**src/rtl/nseq_pkg.sv**
```systemverilog
package nseq_pkg;
  localparam int FLD_W = 4;
  localparam int TIM_W = 8 * FLD_W;

  typedef enum logic [1:0] {K_CMD, K_ADR, K_DWR, K_DRD} kind_e;
  typedef enum logic [2:0] {PH_IDLE, PH_SETUP, PH_STROBE, PH_HOLD, PH_RWAIT} phase_e;

  typedef struct packed {
    logic [FLD_W-1:0] setup;
    logic [FLD_W-1:0] width;
    logic [FLD_W-1:0] hold;
    logic [FLD_W-1:0] rdly;
  } tim_t;

  // ready wait of 2*n clocks: counter load is 2*n-1 (n must be non-zero)
  function automatic logic [FLD_W+1:0] rwait_load(logic [FLD_W-1:0] n);
    return {1'b0, n, 1'b0} - 1'b1;
  endfunction

  function automatic logic is_latch(kind_e k);
    return (k == K_CMD) || (k == K_ADR);
  endfunction
endpackage

```
**src/rtl/nseq_tim_dec.sv**
```systemverilog
module nseq_tim_dec
  import nseq_pkg::*;
(
  input  logic [TIM_W-1:0] word,
  input  logic             rd_sel,
  output tim_t             fld
);
  localparam int HALF_W = 4 * FLD_W;

  logic [HALF_W-1:0] half;
  assign half = rd_sel ? word[HALF_W-1:0] : word[2*HALF_W-1:HALF_W];

  assign fld.setup = half[0       +: FLD_W];
  assign fld.hold  = half[FLD_W   +: FLD_W];
  assign fld.width = half[2*FLD_W +: FLD_W];
  assign fld.rdly  = half[3*FLD_W +: FLD_W];
endmodule

```
**src/rtl/nseq_engine.sv**
```systemverilog
module nseq_engine
  import nseq_pkg::*;
#(
  parameter int DATA_W = 8
) (
  input  logic              clk,
  input  logic              rst_n,
  input  logic              sreset,
  input  logic              launch,
  input  kind_e             kind_in,
  input  logic [DATA_W-1:0] byte_in,
  input  logic [TIM_W-1:0]  tim_word,
  output phase_e            phase,
  output kind_e             kind,
  output logic [DATA_W-1:0] byte_q,
  output logic              done,
  output logic              capture
);
  localparam int CNT_W = FLD_W + 2;

  logic [CNT_W-1:0] cnt;
  logic             last;
  logic             rd_sel;
  tim_t             fld;

  assign rd_sel = (phase == PH_IDLE) ? (kind_in == K_DRD) : (kind == K_DRD);

  nseq_tim_dec u_dec (.word(tim_word), .rd_sel(rd_sel), .fld(fld));

  assign last    = (cnt == '0);
  assign done    = last && (((phase == PH_HOLD) && (fld.rdly == '0)) || (phase == PH_RWAIT));
  assign capture = last && (phase == PH_STROBE) && (kind == K_DRD);

  always_ff @(posedge clk or negedge rst_n) begin
    if (!rst_n) begin
      phase  <= PH_IDLE;
      cnt    <= '0;
      kind   <= K_CMD;
      byte_q <= '0;
    end else if (sreset) begin
      phase  <= PH_IDLE;
      cnt    <= '0;
      kind   <= K_CMD;
      byte_q <= '0;
    end else begin
      unique case (phase)
        PH_IDLE: if (launch) begin
          phase  <= PH_SETUP;
          cnt    <= CNT_W'(fld.setup);
          kind   <= kind_in;
          byte_q <= byte_in;
        end
        PH_SETUP: if (last) begin
          phase <= PH_STROBE;
          cnt   <= CNT_W'(fld.width);
        end else cnt <= cnt - 1'b1;
        PH_STROBE: if (last) begin
          phase <= PH_HOLD;
          cnt   <= CNT_W'(fld.hold);
        end else cnt <= cnt - 1'b1;
        PH_HOLD: if (last) begin
          if (fld.rdly == '0) phase <= PH_IDLE;
          else begin
            phase <= PH_RWAIT;
            cnt   <= rwait_load(fld.rdly);
          end
        end else cnt <= cnt - 1'b1;
        PH_RWAIT: if (last) phase <= PH_IDLE;
        else cnt <= cnt - 1'b1;
        default: phase <= PH_IDLE;
      endcase
    end
  end

  // the ready wait only ever follows the hold phase or itself
  a_r6_rwait_after_hold: assert property (@(posedge clk) disable iff (!rst_n)
    (phase == PH_RWAIT) |-> ($past(phase) == PH_HOLD || $past(phase) == PH_RWAIT));
  // strobe is always entered from setup
  a_r5_strobe_after_setup: assert property (@(posedge clk) disable iff (!rst_n)
    (phase == PH_STROBE && $past(phase) != PH_STROBE) |-> $past(phase) == PH_SETUP);
  // a finished cycle returns to idle at once
  a_r10_done_to_idle: assert property (@(posedge clk) disable iff (!rst_n)
    (done && !sreset) |=> phase == PH_IDLE);
endmodule

```
**src/rtl/nandbus_seq.sv**
```systemverilog
module nandbus_seq
  import nseq_pkg::*;
#(
  parameter int ADDR_W = 6,
  parameter int DATA_W = 8,
  parameter int REG_W  = 32,
  parameter int CE_BIT = 5,
  parameter int SR_BIT = 2
) (
  input  logic              clk,
  input  logic              rst_n,
  input  logic [ADDR_W-1:0] reg_addr,
  input  logic              reg_wr,
  input  logic              reg_rd,
  input  logic [REG_W-1:0]  reg_wdata,
  output logic [REG_W-1:0]  reg_rdata,
  output logic              reg_wait,
  output logic              nand_ce_n,
  output logic              nand_cle,
  output logic              nand_ale,
  output logic              nand_we_n,
  output logic              nand_re_n,
  output logic [DATA_W-1:0] nand_io_out,
  output logic              nand_io_oe,
  input  logic [DATA_W-1:0] nand_io_in,
  input  logic              nand_rdy
);
  localparam logic [ADDR_W-1:0] OFS_DATA = ADDR_W'(6'h00);
  localparam logic [ADDR_W-1:0] OFS_ADR  = ADDR_W'(6'h04);
  localparam logic [ADDR_W-1:0] OFS_CMD  = ADDR_W'(6'h08);
  localparam logic [ADDR_W-1:0] OFS_CTRL = ADDR_W'(6'h10);
  localparam logic [ADDR_W-1:0] OFS_CFG  = ADDR_W'(6'h14);
  localparam logic [ADDR_W-1:0] OFS_STAT = ADDR_W'(6'h18);
  localparam logic [ADDR_W-1:0] OFS_TIM  = ADDR_W'(6'h2C);

  // register state
  logic              cfg_ce;
  logic [TIM_W-1:0]  tim_q;
  logic              rdy_q;
  logic              need_rdy;
  logic              served;
  logic [DATA_W-1:0] rd_byte;

  // decoded request
  logic  req, is_bus, is_data, gated, launch, acc_fire, srst_fire;
  kind_e req_kind;

  // engine side
  phase_e            phase;
  kind_e             eng_kind;
  logic [DATA_W-1:0] eng_byte;
  logic              eng_done, eng_capture, eng_idle, active;

  assign req = reg_wr | reg_rd;

  always_comb begin
    is_bus   = 1'b0;
    req_kind = K_CMD;
    if (reg_wr && reg_addr == OFS_CMD) begin
      is_bus = 1'b1; req_kind = K_CMD;
    end else if (reg_wr && reg_addr == OFS_ADR) begin
      is_bus = 1'b1; req_kind = K_ADR;
    end else if (reg_addr == OFS_DATA && req) begin
      is_bus = 1'b1; req_kind = reg_wr ? K_DWR : K_DRD;
    end
  end

  assign is_data   = is_bus && !is_latch(req_kind);
  assign eng_idle  = (phase == PH_IDLE);
  assign gated     = is_data && need_rdy && !rdy_q;
  assign launch    = req && is_bus && eng_idle && !served && !gated;
  assign reg_wait  = req && (!eng_idle || (is_bus && !served));
  assign acc_fire  = req && !reg_wait;
  assign srst_fire = acc_fire && reg_wr && (reg_addr == OFS_CTRL) && reg_wdata[SR_BIT];

  nseq_engine #(.DATA_W(DATA_W)) u_engine (
    .clk      (clk),
    .rst_n    (rst_n),
    .sreset   (srst_fire),
    .launch   (launch),
    .kind_in  (req_kind),
    .byte_in  (reg_wdata[DATA_W-1:0]),
    .tim_word (tim_q),
    .phase    (phase),
    .kind     (eng_kind),
    .byte_q   (eng_byte),
    .done     (eng_done),
    .capture  (eng_capture)
  );

  always_ff @(posedge clk or negedge rst_n) begin
    if (!rst_n) begin
      cfg_ce   <= 1'b0;
      tim_q    <= '0;
      rdy_q    <= 1'b0;
      need_rdy <= 1'b0;
      served   <= 1'b0;
      rd_byte  <= '0;
    end else begin
      rdy_q <= nand_rdy;
      if (eng_capture) rd_byte <= nand_io_in;
      if (srst_fire) begin
        cfg_ce   <= 1'b0;
        tim_q    <= '0;
        need_rdy <= 1'b0;
        served   <= 1'b0;
      end else begin
        if (acc_fire && reg_wr && reg_addr == OFS_CFG) cfg_ce <= reg_wdata[CE_BIT];
        if (acc_fire && reg_wr && reg_addr == OFS_TIM) tim_q <= reg_wdata[TIM_W-1:0];
        if (eng_done) served <= 1'b1;
        else if (acc_fire) served <= 1'b0;
        if (eng_done && is_latch(eng_kind)) need_rdy <= 1'b1;
        else if (launch && is_data) need_rdy <= 1'b0;
      end
    end
  end

  always_comb begin
    reg_rdata = '0;
    unique case (reg_addr)
      OFS_DATA: reg_rdata[DATA_W-1:0] = rd_byte;
      OFS_CFG:  reg_rdata[CE_BIT]     = cfg_ce;
      OFS_STAT: reg_rdata[0]          = rdy_q;
      OFS_TIM:  reg_rdata[TIM_W-1:0]  = tim_q;
      default:  reg_rdata = '0;
    endcase
  end

  assign active      = (phase == PH_SETUP) || (phase == PH_STROBE) || (phase == PH_HOLD);
  assign nand_ce_n   = !cfg_ce;
  assign nand_cle    = active && (eng_kind == K_CMD);
  assign nand_ale    = active && (eng_kind == K_ADR);
  assign nand_we_n   = !((phase == PH_STROBE) && (eng_kind != K_DRD));
  assign nand_re_n   = !((phase == PH_STROBE) && (eng_kind == K_DRD));
  assign nand_io_oe  = active && (eng_kind != K_DRD);
  assign nand_io_out = eng_byte;

  // the two latch lines are never high together
  a_r2_latch_exclusive: assert property (@(posedge clk) disable iff (!rst_n)
    !(nand_cle && nand_ale));
  // only one strobe at a time
  a_r4_one_strobe: assert property (@(posedge clk) disable iff (!rst_n)
    !(!nand_we_n && !nand_re_n));
  // a write strobe always has the bus driven
  a_r4_oe_on_write: assert property (@(posedge clk) disable iff (!rst_n)
    !nand_we_n |-> nand_io_oe);
  // any held access stalls while the engine is busy
  a_r10_stall_busy: assert property (@(posedge clk) disable iff (!rst_n)
    (req && !eng_idle) |-> reg_wait);
  // a data cycle never begins its setup while ready was seen low after a latch cycle
  a_r9_ready_gate: assert property (@(posedge clk) disable iff (!rst_n)
    (phase == PH_SETUP && $past(phase) == PH_IDLE && eng_kind != K_CMD && eng_kind != K_ADR
     && $past(need_rdy)) |-> $past(rdy_q));
  // soft reset leaves config and timing cleared
  a_r11_soft_reset: assert property (@(posedge clk) disable iff (!rst_n)
    $past(srst_fire) |-> (!cfg_ce && tim_q == '0 && !need_rdy));
endmodule

```
**config.mk**
```make
export PLATFORM = sky130hd
export DESIGN_NAME = nandbus_seq
export DESIGN_NICKNAME = d
export VERILOG_FILES = /design/src/rtl/nseq_pkg.sv /design/src/rtl/nseq_tim_dec.sv /design/src/rtl/nseq_engine.sv /design/src/rtl/nandbus_seq.sv
export SDC_FILE = /design/constraint.sdc
export NUM_CORES = 1
export LEC_CHECK = 0
export ABC_AREA = 1
export BUFFER_PORTS_ARGS = -buffer_cell sky130_fd_sc_hd__buf_2
export CAP_MARGIN = 20
export CORE_ASPECT_RATIO = 0.8
export CORE_MARGIN = 3
export CORE_UTILIZATION = 50
export CTS_BUF_LIST = sky130_fd_sc_hd__clkbuf_8
export DETAILED_ROUTE_END_ITERATION = 6
export GPL_ROUTABILITY_DRIVEN = 0
export PLACE_DENSITY = 0.79
export SYNTH_ARGS = -nofsm -noshare
export SYNTH_HDL_FRONTEND = slang
export SYNTH_SLANG_ARGS = --single-unit
```
**constraint.sdc**
```tcl
create_clock -name clk -period 1.9 [get_ports clk]
set_input_delay 0.285 -clock clk [delete_from_list [all_inputs] [get_ports clk]]
set_output_delay 0.285 -clock clk [all_outputs]
set_load 0.05 [all_outputs]
```
==> results of run 1 <==
[logic make-up after synthesis]
group	after synthesis	synth area share, %
AOI/OAI and AO/OA	82	15.8
xor gates and xnor gates	3	0.677
adders and majority gates	3	0.967
buffers and inverters	95	10.7
DFF	63	40.6
muxes	8	2.32
and+or+nand+nor	239	28.9
[repair_timing]
action | CTS | global route
pin swaps | 9 | 4
hold endpoints to repair | 16 | 0
resized for setup | 16 | 49
endpoints found under the setup margin | 35 | 53
setup buffers | 8 | 3
hold buffers | 1 | 0
[Yosys cell counts, types with 2 or more instances]
| cell | number |
|---|---|
| clkbuf_1 | 3 |
| o21ai_0 | 26 |
| nand3_1 | 29 |
| nand2_1 | 99 |
| o22ai_1 | 11 |
| nor2_1 | 73 |
| dfrtp_1 | 63 |
| mux2_2 | 8 |
| nor2_4 | 4 |
| nor3_1 | 7 |
| nand2_4 | 4 |
| o21ai_1 | 3 |
| inv_1 | 66 |
| buf_2 | 3 |
| ha_1 | 3 |
| buf_6 | 6 |
| buf_4 | 2 |
| nand2_2 | 9 |
| o211ai_1 | 5 |
| xnor2_1 | 2 |
| a211oi_1 | 3 |
| a211oi_2 | 22 |
| a21oi_1 | 10 |
| nand3_2 | 4 |
| inv_2 | 12 |
| nand4_1 | 2 |
| nor2_8 | 2 |
[sequential cells by signal, indices dropped and copies added (netlist names)]
name             count
u_engine.cnt         6
u_engine.phase       3
tim_q               32
rd_byte              8
rdy_q                1
u_engine.kind        2
u_engine.byte_q      8
served               1
need_rdy             1
cfg_ce               1
[report_power, final]
part           switching [mW]  total [mW]  leakage (nW)  internal (mW)
Combinational            2.56        3.99          2.07           1.43
Sequential              0.250        2.03         0.702           1.78
Clock                   0.573        1.35         0.113          0.781
Total                    3.38        7.37          2.88           3.99
[layout make-up]
type | count | area (um^2)
clock buffers | 10 | 138
clock inverters | 6 | 90.1
fillers | 565 | 2110
inverters | 80 | 308
multi-input cells | 335 | 2000
flip-flops and latches | 63 | 1580
well taps | 105 | 131
repair buffers | 160 | 1110
[layer usage]
metal  routed length [um]  global-route usage (%)  up-vias
met5                    0                       0        -
met4                  223                    8.33        0
met3                  982                    6.24       33
met2                 5420                    43.8      212
met1                 4970                    35.1     1881
li1                     -                       -     1907
[worst max-delay path by stage]
stage                     slack (ns)               to         startpoint
after floorplan                -0.29     reg_rdata[3]        reg_addr[4]
after global placement         -0.04  u_engine.cnt[2]        reg_addr[2]
after detailed placement       -0.13  u_engine.cnt[3]  u_engine.phase[0]
after CTS                      -0.06  u_engine.cnt[3]  u_engine.phase[0]
after global routing           -0.20  u_engine.cnt[2]  u_engine.phase[0]
final                          -0.08  u_engine.cnt[3]  u_engine.phase[2]
[worst max-delay path, cell delays in order (launching register included)]
cell and delay, ns:
dfrtp_1 0.40, inv_2 0.08, nand2_4 0.06, nor2_4 0.15
inv_2 0.07, nand2_4 0.10, nand2_4 0.07, buf_4 0.15
nand2_1 0.07, nand2_2 0.08, inv_2 0.08, nor2_1 0.04
nand2_1 0.11, nand2_4 0.09, nor2_8 0.15, inv_4 0.06
nand2_1 0.07, nand2_1 0.05
==> out/results.tsv, run 1 <==
stage	metric	value	unit
routing	firstDrtPassIters	7	
power	power.density	1380	mW/mm^2
clock_network	clk_latency	0.36	ns
grt	grt_start_max_net_pins	33	
floorplan	initial_core_util	52.0	%
routing	via_per_inst	5.31	
cells_and_area	stdcell_count	759	
hold_path	hold_depth	1	
yosys	synth_flop_cell	dfrtp_1	
cells_and_area	num-nets-final	703	
cells_and_area	syn_to_final_growth	37.8	%
routing	drc	5	
timing	slew_violations	0	
placement	dpl_cell_area	0.00486	mm^2
cells_and_area	diodes	0	
clock_network	cts_made_buffers	9	
floorplan	rows	28	
routing	vias	4033	
floorplan	die_area	0.00887	mm^2
timing	final-hold-violation-count	0	
yosys	yosysWarnings	0	
grt	overflow	0	
clock_network	ctsLongestPathBuffers	2	
placement	portBuffers	97	
yosys	synthTopCellsByArea	dfrtp_1, nand2_1, a211oi_2, nor2_1, inv_1	
yosys	seq_area_frac_synth	40.6	%
grt	grt_usage	26.6	%
timing	finalSetupTns	-0.409	ns
yosys	synth.top_cell.area_share	40.6	%
yosys	synth.avg_cell_area	7.88	um^2
grt	antenna_found_initial	0	
timing	rsz0062_at_grt	yes	
yosys	async_flop_share	100	%
grt	grt_pass1_vias	3948	
run_status	outcome	finished with violations	
cells_and_area	final_cell_mix	nand2_1, buf_2, nor2_1	
floorplan	io_pins	98	
timing	worst_pin_slew	0.437	ns
worst_setup_path	reg2reg_from	u_engine.phase[2]	
yosys	synthCells	493	
yosys	synth_top_area_cell	dfrtp_1	
worst_setup_path	worstPathMaxFanout	8	
clock_network	cts_tree	done	
cells_and_area	drive_gt1_share	41.3	%
power	total_power	7.37	mW
routing	wl_per_cell	15.3	um
yosys	netlist_area	0.00388	mm^2
timing	relSlewSlack	70.9	%
cells_and_area	final_util	71.7	%
routing	dr.first_iter.drc_count	398	
flow_run	maxCapViolCount	0	
yosys	yosys_register_bits	63	
placement	dp_cells	731	
run_status	failed_checks	design-rule violations, negative setup slack	
timing	period_minus_slack	1.98	ns
floorplan	core_area	0.00746	mm^2
worst_setup_path	cp.arrival	2.23	ns
timing	max_freq	506	MHz
routing	ant_nets	0	
power	max-vdd-ir-drop	0.000778	V
clock_network	cts.sinks	63	
worst_setup_path	critPathKind	register to register	
hold_path	min-delay-start	nand_rdy	
cells_and_area	layout_commonest_cell	nand2_1	
clock_network	htreeDepth	3	
yosys	yosysUniqueCellTypes	39	
power	leakagePower	2.88	nW
floorplan	die_x	105	um
clock_network	clockRootBuffer	clkbuf_8	
grt	grt_pass1_wl	18.9	mm
worst_setup_path	crit-reg2reg-capture	u_engine.cnt[3]	
worst_setup_path	crit_path_end_kind	register	
timing	period_share	104	%
routing	routed_wl	11.6	mm
worst_setup_path	worstRegToRegCells	17	
worst_setup_path	r2r_slack	-0.08	ns
placement	dpl_worst_slack	-0.132	ns
clock_network	path_clk_slew	0.08	ns
hold_path	hold_end	rdy_q	
hold_path	holdCritPathClass	primary input to register	
floorplan	die_y	84.8	um
placement	dpl.hpwl	8.67	mm
cells_and_area	stdcell_area	0.00535	mm^2
yosys	syn_nets	547	
timing	setup_violations	7	
worst_setup_path	cp.required	2.15	ns
yosys	synth-edff-count	0	
worst_setup_path	startpoint_type	register	
timing	skew	0.0109	ns
timing	fin_hold_ws	0.0456	ns
timing	fin_ws	-0.0771	ns
Note: power is estimated with default switching activity, not from simulation.
==> run 2, diff against run 1 <==
--- a/config.mk
+++ b/config.mk
@@ -14,7 +14,7 @@
 export CTS_BUF_LIST = sky130_fd_sc_hd__clkbuf_8
 export DETAILED_ROUTE_END_ITERATION = 6
 export GPL_ROUTABILITY_DRIVEN = 0
-export PLACE_DENSITY = 0.79
+export PLACE_DENSITY_LB_ADDON = 0.15
 export SYNTH_ARGS = -nofsm -noshare
 export SYNTH_HDL_FRONTEND = slang
 export SYNTH_SLANG_ARGS = --single-unit
==> out/results.tsv, run 2 (synthesis gave the netlist of run 1 again) <==
stage	metric	value	unit	change
clock_network	path_clk_slew	0.07	ns	about the same
routing	routed.top_layer	met4		
power	max-vdd-ir-drop	0.000775	V	-0.48%
clock_network	ctsLongestPathBuffers	2		unchanged
timing	fin_hold_ws	0.0337	ns	-0.0119 ns
clock_network	htreeDepth	3		unchanged
grt	grt_usage	26.7	%	+0.082 points
timing	max_freq	490	MHz	-3.1%
timing	period_minus_slack	2.04	ns	+0.0623 ns
routing	wl_per_cell	16.0	um	+4.9%
floorplan	rows	28		unchanged
grt	overflow	0		unchanged
routing	vias	3964		-1.7%
timing	rsz0062_at_grt	yes		
power	p_int	4.02	mW	+0.75%
worst_setup_path	critPathBufInv	4		-1
clock_network	clockRootBuffer	clkbuf_8		
placement	portBuffers	97		unchanged
worst_setup_path	cp.arrival	2.34	ns	+0.11 ns
worst_setup_path	cp.depth	14		-3
cells_and_area	stdcell_area	0.00556	mm^2	+4.0%
power	seqPwrFrac	27.2	%	-0.3 points
routing	ant_nets	0		unchanged
cells_and_area	top_regs	tim_q x32, rd_byte x8, u_engine.byte_q x8		
grt	grt_pass1_wl	18.9	mm	-0.15%
power	power.density	1330	mW/mm^2	-3.6%
placement	dpl.hpwl	8.46	mm	-2.4%
cells_and_area	final_util	74.6	%	+2.8 points
timing	period_share	107	%	+3.3 points
floorplan	die_area	0.00887	mm^2	unchanged
routing	wl_met2	5.89	mm	+8.7%
timing	skew	0.0139	ns	+0.00304 ns
clock_network	cts.sinks	63		unchanged
cells_and_area	top_register	tim_q		
worst_setup_path	crit_end	u_engine.cnt[2]		
hold_path	holdCritPathClass	primary input to register		
worst_setup_path	crit_chain	inv_2 > buf_4 > buf_4 > nor3_1 > inv_1 > nand2_1 > nand2_1 > o21ai_0 > nor2_1 > nand3_1 > nand2_1 > a21oi_2 > nand2_1 > nand2_1		
routing	dr.first_iter.drc_count	304		-24%
clock_network	cts_made_buffers	9		unchanged
timing	relSlewSlack	63.3	%	-7.6 points
timing	fin_ws	-0.139	ns	-0.0623 ns
worst_setup_path	startpoint_type	register		
worst_setup_path	reg2reg_from	u_engine.phase[0]		
worst_setup_path	cp_slowest_cell	dfrtp_1		
grt	grt_pass1_vias	3929		-0.48%
worst_setup_path	crit-reg2reg-capture	u_engine.cnt[2]		
run_status	outcome	finished with violations		
worst_setup_path	worstPathMaxFanout	3		-5
worst_setup_path	crit_path_end_kind	register		
cells_and_area	stdcell_count	758		-0.13%
floorplan	die_x	105	um	unchanged
power	swShare	45.6	%	-0.28 points
worst_setup_path	r2r_slack	-0.14	ns	-0.06 ns
cells_and_area	fill_cells	584		+3.4%
timing	setup_violations	28		+21
cells_and_area	num-nets-final	702		-0.14%
timing	final-hold-violation-count	0		unchanged
timing	worst_pin_slew	0.551	ns	+0.114 ns
routing	wl_met3	719	um	-27%
worst_setup_path	worstRegToRegCells	14		-3
worst_setup_path	cp.required	2.20	ns	+0.05 ns
cells_and_area	diodes	0		unchanged
floorplan	die_y	84.8	um	unchanged
grt	antenna_found_initial	0		unchanged
placement	dp_cells	724		-0.96%
power	pwr-share-comb	54.1	%	about the same
worst_setup_path	timing.critical_path.from	u_engine.phase[0]		
routing	met1Wirelength	5.25	mm	+5.6%
worst_setup_path	timing.critical_path.mode_cell	nand2_1		
flow_run	maxCapViolCount	0		unchanged
timing	slew_violations	0		unchanged
placement	dpl_cell_area	0.00481	mm^2	-1.1%
floorplan	initial_core_util	52.0	%	unchanged
worst_setup_path	slowest_delay	0.37	ns	-0.03 ns
worst_setup_path	crit_family	simple AND/OR/NAND/NOR gates		
cells_and_area	largest_register_ffs	32		unchanged
routing	firstDrtPassIters	5		-2
clock_network	cts_tree	done		
cells_and_area	syn_to_final_growth	43.3	%	
floorplan	io_pins	98		unchanged
worst_setup_path	critPathKind	register to register		
routing	routed_wl	12.2	mm	+4.8%
power	leakagePower	2.96	nW	+2.6%
cells_and_area	drive_gt1_share	45.5	%	+4.2 points
cells_and_area	layout_commonest_cell	nand2_1		
power	p_clk_share	18.7	%	+0.3 points
routing	drc	0		-5
power	total_power	7.38	mW	+0.23%
cells_and_area	final_cell_mix	nand2_1, buf_2, dfrtp_1		
routing	via_per_inst	5.23		-1.6%
clock_network	clk_latency	0.37	ns	about the same
floorplan	core_area	0.00746	mm^2	unchanged
power	switchingPower	3.37	mW	-0.39%
grt	grt_start_max_net_pins	44		+33%
run_status	failed_checks	negative setup slack		
==> run 2: changes by cell type in the layout (fill, tap and decap cells not counted), sizes merged <==
cell | before | now
buf | 147 | 148
clkinvlp | 1 | 3
inv | 81 | 80
clkbuf | 22 | 19
==> run 2: what timing repair did <==
item	CTS	global route
setup endpoints to repair	26	72
pin swaps	9	15
endpoints found under the hold margin	20	0
buffers inserted	7	7
cloned	0	3
gates resized for setup	16	94
hold buffers	1	0
==> run 2: final cells by class <==
class | instances | area, um^2 | share of cell area (%)
Timing Repair Buffer | 158 | 1120 | 20.1
Multi-Input combinational cell | 335 | 2190 | 39.3
Tap cell | 105 | 131 | 2.36
Inverter | 80 | 315 | 5.67
Timing Repair inverter | 1 | 5.00 | 0.0899
Clock inverter | 6 | 92.6 | 1.66
Clock buffer | 10 | 138 | 2.47
Sequential cell | 63 | 1580 | 28.3
==> run 2: power groups by stage <==
stage	Combinational (mW)	Clock (mW)	Sequential, mW
finish	4.00	1.38	2.01
CTS	3.62	1.39	2.00
global placement	3.43	0	2.01
floorplan	2.21	0	2.27
global route	4.35	1.47	2.05
detailed placement	3.51	0	2.02
==> run 2: worst min-delay path by stage <==
| stage | startpoint | to | slack, ns | depth (start not counted) |
|---|---|---|---|---|
| after floorplan | rst_n | cfg_ce | -0.01 | 0 |
| after global placement | rst_n | rdy_q | 0.29 | 1 |
| after detailed placement | rst_n | rdy_q | 0.30 | 1 |
| after CTS | nand_rdy | rdy_q | 0.03 | 1 |
| after global routing | nand_rdy | rdy_q | 0.02 | 1 |
| final | nand_rdy | rdy_q | 0.03 | 1 |
==> run 2: metrics by stage <==
stage	setup slack, ns	TNS [ns]
after floorplan	-0.290	-2.16
after global placement	-0.114	-1.02
after detailed placement	-0.217	-2.22
after CTS	-0.0293	-0.108
after global routing	-0.226	-6.95
final	-0.139	-0.982
==> run 2: per-layer routing <==
metal	global-route usage (%)	vias to the layer above
met4	10.0	0
met1	35.8	1891
li1	-	1902
met5	0	-
met2	42.2	146
met3	6.62	25
